$ cat src/rtl/rxdma_pkg.sv
// Shared definitions for the chained receive DMA: engine states,
// register indices and bit positions of the register fields.
package rxdma_pkg;
    typedef enum logic [2:0] {
        S_IDLE, S_RD_CP, S_RD_BP, S_LATCH, S_XFER, S_WR_LEN, S_WR_ST, S_DROP
    } eng_state_t;

    localparam logic [2:0] RA_CDA    = 3'd0;
    localparam logic [2:0] RA_EDA    = 3'd1;
    localparam logic [2:0] RA_BUFLEN = 3'd2;
    localparam logic [2:0] RA_DSR    = 3'd3;
    localparam logic [2:0] RA_IE     = 3'd4;
    localparam logic [2:0] RA_CMD    = 3'd5;
    localparam logic [2:0] RA_FCNT   = 3'd6;

    localparam int B_DE     = 0;
    localparam int B_DWE    = 1;
    localparam int B_FLAG0  = 4;   // flags occupy bits 7..4: cof, bof, eom, eot
    localparam int B_EOM    = 5;
    localparam int B_BOF    = 6;
    localparam int B_ST_EOM = 7;   // end-of-message bit in descriptor status
    localparam int C_ABORT  = 0;
    localparam int C_CLR    = 1;
endpackage

$ cat src/rtl/rxdma_engine.sv
// Descriptor engine: fetches chain and buffer pointers, stores the
// received bytes, and writes back the length, then the status.
// Assumes: memory read data returns one cycle after mem_re, buflen >= 1
// and is stable during a transfer, AW <= 16, ERR_W <= 7.
module rxdma_engine
    import rxdma_pkg::*;
#(
    parameter int AW    = 16,
    parameter int ERR_W = 5
) (
    input  logic             clk,
    input  logic             rst_n,
    input  logic             en,
    input  logic             abort,
    input  logic             cda_wr,
    input  logic [AW-1:0]    cda_wdata,
    input  logic [AW-1:0]    eda,
    input  logic [15:0]      buflen,
    input  logic             rx_valid,
    output logic             rx_ready,
    input  logic [7:0]       rx_data,
    input  logic             rx_last,
    input  logic [ERR_W-1:0] rx_err,
    output logic             mem_we,
    output logic             mem_re,
    output logic [AW-1:0]    mem_addr,
    output logic [15:0]      mem_wdata,
    input  logic [15:0]      mem_rdata,
    output logic [AW-1:0]    cda_o,
    output logic             set_eot,
    output logic             set_eom,
    output logic             set_bof,
    output logic             frame_done
);
    eng_state_t       state;
    logic [AW-1:0]    cda, cp, bp;
    logic [15:0]      off;
    logic             last_q;
    logic [ERR_W-1:0] err_q;
    logic [15:0]      st_word;
    logic             exhausted;

    assign cda_o     = cda;
    assign exhausted = (cda == eda);

    // Assemble the status word written back to the descriptor.
    always_comb begin
        st_word           = '0;
        st_word[B_ST_EOM] = last_q;
        st_word[ERR_W-1:0] = err_q;
    end

    // Drive the memory port, the receive handshake and the event pulses per state.
    always_comb begin
        mem_we     = 1'b0;
        mem_re     = 1'b0;
        mem_addr   = '0;
        mem_wdata  = '0;
        rx_ready   = 1'b0;
        set_eot    = 1'b0;
        set_eom    = 1'b0;
        set_bof    = 1'b0;
        frame_done = 1'b0;
        case (state)
            S_IDLE:   set_bof = en && rx_valid && exhausted;
            S_RD_CP: begin
                mem_re   = 1'b1;
                mem_addr = cda;
            end
            S_RD_BP: begin
                mem_re   = 1'b1;
                mem_addr = cda + AW'(1);
            end
            S_XFER: begin
                rx_ready  = 1'b1;
                mem_we    = rx_valid;
                mem_addr  = bp + off[AW-1:0];
                mem_wdata = {8'h00, rx_data};
            end
            S_WR_LEN: begin
                mem_we    = 1'b1;
                mem_addr  = cda + AW'(2);
                mem_wdata = off;
            end
            S_WR_ST: begin
                mem_we     = 1'b1;
                mem_addr   = cda + AW'(3);
                mem_wdata  = st_word;
                set_eom    = last_q;
                frame_done = last_q;
                set_eot    = (cp == eda);
            end
            S_DROP:   rx_ready = 1'b1;
            default:  ;
        endcase
    end

    // Sequence through fetch, transfer, write-back and drop states.
    always_ff @(posedge clk) begin
        if (!rst_n) begin
            state  <= S_IDLE;
            cda    <= '0;
            cp     <= '0;
            bp     <= '0;
            off    <= '0;
            last_q <= 1'b0;
            err_q  <= '0;
        end else if (abort) begin
            state <= S_IDLE;
        end else begin
            if (cda_wr)
                cda <= cda_wdata;
            case (state)
                S_IDLE:
                    if (en && rx_valid)
                        state <= exhausted ? S_DROP : S_RD_CP;
                S_RD_CP: state <= S_RD_BP;
                S_RD_BP: begin
                    cp    <= mem_rdata[AW-1:0];
                    state <= S_LATCH;
                end
                S_LATCH: begin
                    bp    <= mem_rdata[AW-1:0];
                    off   <= '0;
                    state <= S_XFER;
                end
                S_XFER:
                    if (rx_valid) begin
                        off <= off + 16'd1;
                        if (rx_last || (off + 16'd1 == buflen)) begin
                            last_q <= rx_last;
                            err_q  <= rx_last ? rx_err : '0;
                            state  <= S_WR_LEN;
                        end
                    end
                S_WR_LEN: state <= S_WR_ST;
                S_WR_ST: begin
                    cda   <= cp;
                    state <= S_IDLE;
                end
                S_DROP:
                    if (rx_valid && rx_last)
                        state <= S_IDLE;
                default: state <= S_IDLE;
            endcase
        end
    end

    // A read is never followed directly by a write (pointer fetch precedes data).
    assert_read_then_no_write_R1: assert property (@(posedge clk) disable iff (!rst_n)
        mem_re |=> !mem_we);

    // The buffer offset stays under the programmed buffer length while storing.
    assert_buffer_limit_R3: assert property (@(posedge clk) disable iff (!rst_n)
        (state == S_XFER) |-> (off < buflen));
endmodule

$ cat src/rtl/rxdma_regs.sv
// Register file: end address, buffer length, status flags with
// write-enable-guarded clearing, interrupt enables, frame counter and
// the abort / clear commands. Hardware flag sets win over clears.
module rxdma_regs
    import rxdma_pkg::*;
#(
    parameter int AW    = 16,
    parameter int CNT_W = 4
) (
    input  logic          clk,
    input  logic          rst_n,
    input  logic          reg_wr,
    input  logic [2:0]    reg_addr,
    input  logic [15:0]   reg_wdata,
    output logic [15:0]   reg_rdata,
    input  logic [AW-1:0] cda,
    input  logic          set_eot,
    input  logic          set_eom,
    input  logic          set_bof,
    input  logic          frame_done,
    output logic          en,
    output logic          abort,
    output logic          cda_wr,
    output logic [AW-1:0] cda_wdata,
    output logic [AW-1:0] eda,
    output logic [15:0]   buflen,
    output logic          irq
);
    logic             de;
    logic [3:0]       flags;      // {cof, bof, eom, eot}
    logic             ie_eom, ie_bof;
    logic [CNT_W-1:0] cnt;
    logic             wr_dsr, clr_cnt, set_cof;
    logic [3:0]       clr_mask, set_mask;

    assign en        = de;
    assign wr_dsr    = reg_wr && (reg_addr == RA_DSR);
    assign abort     = reg_wr && (reg_addr == RA_CMD) && reg_wdata[C_ABORT];
    assign clr_cnt   = reg_wr && (reg_addr == RA_CMD) && reg_wdata[C_CLR];
    assign cda_wr    = reg_wr && (reg_addr == RA_CDA);
    assign cda_wdata = reg_wdata[AW-1:0];
    assign set_cof   = frame_done && (cnt == '1) && !clr_cnt;
    assign clr_mask  = (wr_dsr && reg_wdata[B_DWE]) ? reg_wdata[B_FLAG0+3:B_FLAG0] : 4'h0;
    assign set_mask  = {set_cof, set_bof, set_eom, set_eot};
    assign irq       = (flags[1] && ie_eom) || (flags[2] && ie_bof);

    // Hold the software registers, flags and the frame counter.
    always_ff @(posedge clk) begin
        if (!rst_n || abort) begin
            de    <= 1'b0;
            flags <= '0;
            cnt   <= '0;
            if (!rst_n) begin
                eda    <= '0;
                buflen <= '0;
                ie_eom <= 1'b0;
                ie_bof <= 1'b0;
            end
        end else begin
            flags <= (flags & ~clr_mask) | set_mask;
            if (wr_dsr)
                de <= reg_wdata[B_DE];
            if (reg_wr && reg_addr == RA_EDA)
                eda <= reg_wdata[AW-1:0];
            if (reg_wr && reg_addr == RA_BUFLEN)
                buflen <= reg_wdata;
            if (reg_wr && reg_addr == RA_IE) begin
                ie_eom <= reg_wdata[B_EOM];
                ie_bof <= reg_wdata[B_BOF];
            end
            if (clr_cnt)
                cnt <= '0;
            else if (frame_done)
                cnt <= cnt + CNT_W'(1);
        end
    end

    // Select the register addressed for reading.
    always_comb begin
        reg_rdata = '0;
        case (reg_addr)
            RA_CDA:    reg_rdata = 16'(cda);
            RA_EDA:    reg_rdata = 16'(eda);
            RA_BUFLEN: reg_rdata = buflen;
            RA_DSR:    reg_rdata = {8'h00, flags, 3'b000, de};
            RA_IE:     reg_rdata = {9'b0, ie_bof, ie_eom, 5'b0};
            RA_FCNT:   reg_rdata = 16'(cnt);
            default:   reg_rdata = '0;
        endcase
    end

    assert_set_beats_clear_R7: assert property (@(posedge clk) disable iff (!rst_n)
        (set_eom && !abort) |=> flags[1]);

    assert_overflow_keeps_enable_R5: assert property (@(posedge clk) disable iff (!rst_n)
        (set_bof && !abort && !wr_dsr) |=> de);

    assert_irq_needs_enable_R8: assert property (@(posedge clk) disable iff (!rst_n)
        irq |-> (ie_eom || ie_bof));

    assert_counter_wrap_R9: assert property (@(posedge clk) disable iff (!rst_n)
        (frame_done && cnt == '1 && !clr_cnt && !abort) |=> (flags[3] && cnt == '0));

    assert_abort_clears_R10: assert property (@(posedge clk) disable iff (!rst_n)
        abort |=> (!de && flags == '0 && cnt == '0));
endmodule

$ cat src/rtl/chained_rx_dma.sv
// Top level of the chained descriptor receive DMA: joins the register
// file and the descriptor engine. Assumes a memory with one-cycle read
// latency and software that only writes the current address while halted.
module chained_rx_dma
    import rxdma_pkg::*;
#(
    parameter int AW    = 16,
    parameter int ERR_W = 5,
    parameter int CNT_W = 4
) (
    input  logic             clk,
    input  logic             rst_n,
    input  logic             rx_valid,
    output logic             rx_ready,
    input  logic [7:0]       rx_data,
    input  logic             rx_last,
    input  logic [ERR_W-1:0] rx_err,
    output logic             mem_we,
    output logic             mem_re,
    output logic [AW-1:0]    mem_addr,
    output logic [15:0]      mem_wdata,
    input  logic [15:0]      mem_rdata,
    input  logic             reg_wr,
    input  logic [2:0]       reg_addr,
    input  logic [15:0]      reg_wdata,
    output logic [15:0]      reg_rdata,
    output logic             irq
);
    logic          en, abort, cda_wr;
    logic [AW-1:0] cda_wdata, eda, cda;
    logic [15:0]   buflen;
    logic          set_eot, set_eom, set_bof, frame_done;

    rxdma_regs #(.AW(AW), .CNT_W(CNT_W)) i_regs (
        .clk(clk), .rst_n(rst_n),
        .reg_wr(reg_wr), .reg_addr(reg_addr), .reg_wdata(reg_wdata), .reg_rdata(reg_rdata),
        .cda(cda), .set_eot(set_eot), .set_eom(set_eom), .set_bof(set_bof),
        .frame_done(frame_done), .en(en), .abort(abort), .cda_wr(cda_wr),
        .cda_wdata(cda_wdata), .eda(eda), .buflen(buflen), .irq(irq)
    );

    rxdma_engine #(.AW(AW), .ERR_W(ERR_W)) i_engine (
        .clk(clk), .rst_n(rst_n), .en(en), .abort(abort),
        .cda_wr(cda_wr), .cda_wdata(cda_wdata), .eda(eda), .buflen(buflen),
        .rx_valid(rx_valid), .rx_ready(rx_ready), .rx_data(rx_data),
        .rx_last(rx_last), .rx_err(rx_err),
        .mem_we(mem_we), .mem_re(mem_re), .mem_addr(mem_addr),
        .mem_wdata(mem_wdata), .mem_rdata(mem_rdata), .cda_o(cda),
        .set_eot(set_eot), .set_eom(set_eom), .set_bof(set_bof),
        .frame_done(frame_done)
    );
endmodule

$ cat config.mk
export PLATFORM = sky130hd
export DESIGN_NAME = chained_rx_dma
export DESIGN_NICKNAME = d
export VERILOG_FILES = /design/src/rtl/rxdma_pkg.sv /design/src/rtl/rxdma_engine.sv /design/src/rtl/rxdma_regs.sv /design/src/rtl/chained_rx_dma.sv
export SDC_FILE = /design/constraint.sdc
export NUM_CORES = 1
export LEC_CHECK = 0
export BUFFER_PORTS_ARGS = -buffer_cell sky130_fd_sc_hd__buf_2
export CAP_MARGIN = 15
export CORE_MARGIN = 5
export CORE_UTILIZATION = 36
export DETAILED_ROUTE_END_ITERATION = 12
export PLACE_DENSITY = 0.63
export SETUP_SLACK_MARGIN = 0.4
export SLEW_MARGIN = 20
export SYNTH_ARGS = -nofsm -noshare
export SYNTH_HDL_FRONTEND = slang
export SYNTH_HIERARCHICAL = 1
export SYNTH_SLANG_ARGS = --single-unit
export TNS_END_PERCENT = 30
$ cat constraint.sdc
create_clock -name clk -period 4 [get_ports clk]
set_input_delay 0.4 -clock clk [delete_from_list [all_inputs] [get_ports clk]]
set_output_delay 0.4 -clock clk [all_outputs]
set_load 0.05 [all_outputs]
==> Yosys cells after proc, flatten, opt, wreduce, memory -nomap -nowiden <==
Cells that the tools add are included.
{ "word_totals": {"ff_bits": 116, "elab_cells": 120, "output_inout_bits": 52, "inputBits": 53} }
{ "op_classes": {"muxes": 31, "n_eq_ne": 22, "bitwise_logic": 5, "add_sub_neg": 6, "reduce_logical": 42} }
{ "op_table": {"columns": ["cell", "n"], "rows": [
  ["2-to-1 mux 16 bit", 8],
  ["one-hot mux 16 bit (6 select lines)", 1],
  ["one-hot mux 16 bit (5 select lines)", 1],
  ["equality test 16 bit", 3],
  ["one-hot mux 16 bit (3 select lines)", 1],
  ["adder 16 x 1 -> 16 bit, second input constant", 2],
  ["adder 16 x 2 -> 16 bit, second input constant", 2],
  ["one-hot mux 16 bit (2 select lines)", 1],
  ["one-hot mux 3 bit (8 select lines)", 1],
  ["equality test 3 bit, second input constant", 7],
  ["adder 16 bit", 1],
  ["logical AND 1 bit", 16],
  ["2-to-1 mux 3 bit", 5],
  ["equality test 3 x 2 -> 1 bit, second input constant", 4],
  ["AND reduction 2 bit", 6],
  ["2-to-1 mux 1 bit", 10],
  ["nonzero test 2 bit", 5],
  ["OR reduction 2 bit", 5],
  ["AND reduction 4 bit", 2],
  ["equality test 3 x 1 -> 1 bit, second input constant", 2],
  ["logical NOT 3 bit", 2],
  ["!= test 2 x 1 -> 1 bit, second input constant", 3],
  ["2-to-1 mux 5 bit", 1],
  ["adder 4 x 1 -> 4 bit, second input constant", 1],
  ["other kinds (11)", 16]
]} }

==> Depth between registers and ports, before layout <==
{ "logic_depth": {"ltp_word": 7, "mapped_depth": 13, "ltp_nobuf": 11} }

==> Cells and area by module <==
The synthesis kept the hierarchy.
{ "by_module_without_submodules": {"columns": ["mod", "seq_area_each_um2", "cells_each", "area_each_um2", "instances"], "rows": [
  ["rxdma_engine", 1461.4, 767, 5526.6, 1],
  ["rxdma_regs", 1201.2, 200, 2388.5, 1]
]} }

==> Worst setup path after synthesis <==
No wires, ideal clock.
{ "synth_timing": {"kind": "flip-flop to output port", "from": "register i_engine.state[1]", "to": "output port mem_addr[4]", "arrival_ns": 3.532, "n_path_buf": 2, "slack_ns": 0.068, "path_stages_with_launch": 9, "required_ns": 3.600, "path_cell_list": "dfxtp_1 nor2b_1 clkbuf_1 nand2_1 clkinv_1 buf_1 fa_1 a32oi_1 o311ai_0"} }
{ "synth_between": {"elab_chain_cells": 2, "word_cells_on_any_way": 6, "cone_classes": "eq/ne: 5; mux: 1"} }
{ "synth_rtl": {"columns": ["element", "line_no", "rtl"], "rows": [
  ["from (decl)", "rxdma_engine.sv:35", "eng_state_t state;"],
  ["from (signal assigned)", "rxdma_engine.sv:116", "state <= exhausted ? S_DROP : S_RD_CP;"],
  ["equality test 3 bit, or another cell as far along", "rxdma_engine.sv:64", "case (state)"],
  ["one-hot mux 16 bit (5 select lines) *", "rxdma_engine.sv:64", null],
  ["to (decl)", "chained_rx_dma.sv:20", "output logic [AW-1:0] mem_addr,"]
]} }
Every way passes the cells marked *; elsewhere a longest branch is shown, timed or not.

==> Worst setup path after layout <==
{ "layout_timing": {"from": "register i_engine.state[1]", "to": "output port mem_addr[15]"} }
The elaborated chain is that of the path after synthesis.

==> run summary <==
The run finished with clean final reports. For this run, the number of standard cells in the final layout without fillers is 1320. In this run the power spent charging and discharging nets is 1.021 mW. The area growth from synthesis to layout is 15.48%. Of all nets on the critical path, the largest fanout is 18.

The tools report the hold violation total from the final report as 0. Counting distinct cell types in the post-synthesis netlist gives 79. The worst setup path is of the flip-flop to output port kind.

The worst setup path is launched from a flip-flop. The run gives 0.463 as the share of total power in the clock network. The critical path goes through nor2b_1 -> buf_4 -> nand2_1 -> clkinv_2 -> ha_1 -> a21o_1 -> and2_1 -> nand2_1 -> o22a_1 -> nor3_1 -> a211oi_1 -> nand2_1 -> buf_2. In the layout the commonest cells are sky130_fd_sc_hd__nand2_1 (172), sky130_fd_sc_hd__buf_2 (102), sky130_fd_sc_hd__dfxtp_1 (80). Using the TritonRoute via totals, the vias-per-cell ratio works out to 5.631. Each instance of the synthesized netlist takes up on average 8.185 sq um.

The clock reaches the later pin of the worst-skew pair after 430 ps. The width of the die was 158.3 um; the synthesis warning total was 6. The clock passes through at most 2 buffers.

The most used flip-flop cell after synthesis is sky130_fd_sc_hd__dfxtp_1. The half-perimeter wire length after placement is 19320 um, and the antenna diode count is 0. The total routed wirelength came out at 25760 um. CTS placed an instance of sky130_fd_sc_hd__clkbuf_16 at the clock tree root. The die outline area is 0.02505 sq mm, and the area share of fa/ha/maj cells after synthesis is 0.03509. The switching part of the total works out to 0.2939. The final antenna-violating net count is 0. The total buffers and inverters traversed by the critical path works out to 3. Internal power comes to 2.453 mW. The total I/O pin count was 105. Setup repair after global routing left no endpoint under its margin. Power comes to 3.473 mW. The share of post-route cells with drive strength above 1 was 0.2067. Worst min-delay path category: input pin to flip-flop. The initial DRC count is 566, and the post-synthesis mux area share is 0.04142. CTS built an H-tree with a depth of 4.

The run gives 3080 ps as the worst path arrival time. With fillers left out, the area of the finished cells amounts to 0.009140 sq mm. The synthesized-area fraction occupied by ao, oa, aoi and oai cells is 0.1948. The worst-case IR drop observed on VDD is 0.2887 mV. The final route contains 7433 vias. Dividing the detail-routed wire length by the instance count gives 19.51 um. Leaving out fill and tap cells, the most frequent cell in the layout is sky130_fd_sc_hd__nand2_1. Static timing analysis puts the maximum clock frequency at 287.5 MHz. Clock tree synthesis found a total of 116 sinks.

Setup violations remaining at the end of the flow were counted as 0. The initial core utilization came out at 0.3638. The time the final worst path needs with I/O delays and setup works out to 3479 ps.

The headroom to the max-slew limit is 0.3902, and the count of input and output buffers is 104. The utilization after layout was 0.4201; the post-route fraction of the period consumed by the critical path was 0.8697. The instance count of the mapped netlist came out at 967. The simple-gate share of the synthesized area was 0.2509.

Buffers inserted during clock tree synthesis total 17. The number of nets in the synthesized netlist is 1041. The number of max-cap violations was 0; the stage delay of the slowest cell on the critical path was 380 ps. The tools report the number of antenna violations at the first check in global routing as 0. Combinational power share: 0.150. Portion of total power attributed to sequential cells: 0.386. The tools report the via count of the first global-routing pass as 6821. TritonCTS built the clock tree.

After detailed placement, the total cell area comes to 0.008486 sq mm. Clock-pin slew was measured on the worst setup and hold paths at 70 ps. The post-placement cell count was 1287; the count of final max-slew check failures was 0. After floorplanning, the core was divided into 54 placement rows. The number of fillers in the final layout was 2225.

Broken down by cell family, the worst path's largest delay share belongs to simple AND/OR/NAND/NOR gates. The run gives 0.3364 as the sequential element share of the synthesized area. In this run the power density over the cells is 380.0 mW/mm^2. The cell occurring most often along the worst timing path is sky130_fd_sc_hd__nand2_1. The tools report the maximum number of pins on one net before global-route repair as 46.

The die is 158.3 um tall. Hold repair after CTS inserted 0 buffers. Summed over all failing endpoints, the final setup total negative slack is 0 ps. The tools report the routability-driven placement congestion ratio as 0.8920.

The first-pass iteration count of the detailed router was 6. The synthesized netlist occupies a cell area of 0.007915 sq mm. For the pin with the worst max-slew slack, the measured transition is 913.4 ps. The proportion of synthesized flip-flops having asynchronous set or reset came out at 0. The floorplan step defined a core boundary enclosing 0.02176 sq mm. Clock skew on the completed layout was measured at 10.76 ps. On the final layout, the worst hold slack is 220.0 ps. After the last flow step, the layout net total stands at 1101. In the routed design, unresolved DRC markers number 0.

For the first-pass GRT wire length, the log shows 39150 um. Library cell contributing the largest single delay on the critical path: sky130_fd_sc_hd__ha_1. For this design the static power due to leakage is 3.712 nW. In the post-route analysis, the smallest setup slack over all paths is 521.2 ps. The share of the synthesized netlist area taken by xor and xnor gates works out to 0.07730. Counting flops with a built-in enable in the synthesized netlist gives 34. The run gives 561.6 ps as the pre-CTS worst setup slack. The total of flip-flops plus latches after synthesis is 116, and the total overflow reported by the global router is 0.

The worst endpoint required time was 3600 ps. The worst setup path is captured at an output port. After synthesis, the largest family of logic cells by area is simple AND/OR/NAND/NOR gates. The tools report the total routing usage reported by global routing as 0.2040.
[what timing repair did]
item / CTS / global route
setup buffers: 1 / 0
endpoints found under the hold margin: 0 / 0
pin swaps: 1 / 0
resized for setup: 3 / 9
gates cloned: 0 / 0
endpoints found under the setup margin: 10 / 7
[worst min-delay path: stages]
cell,delay (ps)
sky130_fd_sc_hd__buf_2,110
sky130_fd_sc_hd__nand2_1,50
sky130_fd_sc_hd__a21oi_1,50
[synth_stat cells, types with 12 or more instances]
library cell,number,area share
sky130_fd_sc_hd__nand2_1,172,0.082
sky130_fd_sc_hd__buf_4,18,0.017
sky130_fd_sc_hd__o21ai_0,56,0.035
sky130_fd_sc_hd__and3_1,25,0.020
sky130_fd_sc_hd__nor3_1,20,0.013
sky130_fd_sc_hd__xnor2_1,28,0.031
sky130_fd_sc_hd__inv_1,12,0.0057
sky130_fd_sc_hd__o22ai_1,18,0.014
sky130_fd_sc_hd__nor2_1,40,0.019
sky130_fd_sc_hd__nand4_1,13,0.010
sky130_fd_sc_hd__xor2_1,40,0.044
sky130_fd_sc_hd__mux2i_1,20,0.025
sky130_fd_sc_hd__a21oi_1,77,0.049
sky130_fd_sc_hd__dfxtp_1,82,0.21
sky130_fd_sc_hd__nor2b_1,15,0.012
sky130_fd_sc_hd__edfxtp_1,34,0.13
sky130_fd_sc_hd__clkbuf_1,42,0.020
sky130_fd_sc_hd__nand3_1,33,0.021
sky130_fd_sc_hd__ha_1,19,0.030
[sequential cells by signal, indices dropped and copies added (netlist names)]
name / flops
i_engine/bp: 16
i_engine/cda_o: 16
i_engine/cp: 16
i_engine/err_q: 5
i_engine/last_q: 1
i_engine/off: 16
i_engine/state: 3
i_regs/buflen: 16
i_regs/cnt: 4
i_regs/eda: 16
i_regs/en: 1
i_regs/flags: 4
i_regs/ie_bof: 1
i_regs/ie_eom: 1
[path summary, 6_finish.rpt]
path,from,endpoint,slack (ps),cells past startpoint
max,i_engine/state[1]$_SDFFE_PP0P_,mem_addr[15],520,13
min,mem_rdata[14],i_engine/cp[14]$_SDFFE_PN0P_,220,3
max reg2reg,i_engine/off[4]$_SDFFE_PN0P_,i_engine/state[0]$_SDFFE_PP0P_,1100,8
min reg2reg,i_engine/bp[12]$_SDFFE_PN0P_,i_engine/bp[12]$_SDFFE_PN0P_,460,2
[cell families after synthesis]
group / count (synthesis)
fa+ha+maj: 21
flops: 116
buf+inv: 96
mux: 29
compound gates: 240
simple gates: 396
xor+xnor: 69
[layer usage]
layer,vias up,wire length [um],track usage
met5,-,0,0
li1,3566,-,-
met1,3543,11390,0.2871
met3,28,1843,0.03207
met4,0,496,0.06783
met2,296,12030,0.3207
[power groups by stage]
stage | Combinational, mW | Clock (mW) | Sequential [mW]
floorplan | 0.394 | 0 | 1.33
global placement | 0.515 | 0 | 1.36
detailed placement | 0.521 | 0 | 1.36
CTS | 0.523 | 1.64 | 1.34
global route | 0.566 | 1.69 | 1.35
finish | 0.522 | 1.61 | 1.34
[layout make-up]
cell class,instances,area (sq um),share of cell area
multi-input combinational,755,4787,0.5238
sequential,116,2665,0.2916
timing repair buffer,123,668.1,0.07310
clock buffer,19,442.9,0.04846
tap,280,350.3,0.03833
clock inverter,13,172.7,0.01889
inverter,14,53.80,0.005886
No activity file was read; power rests on OpenSTA's default activity.
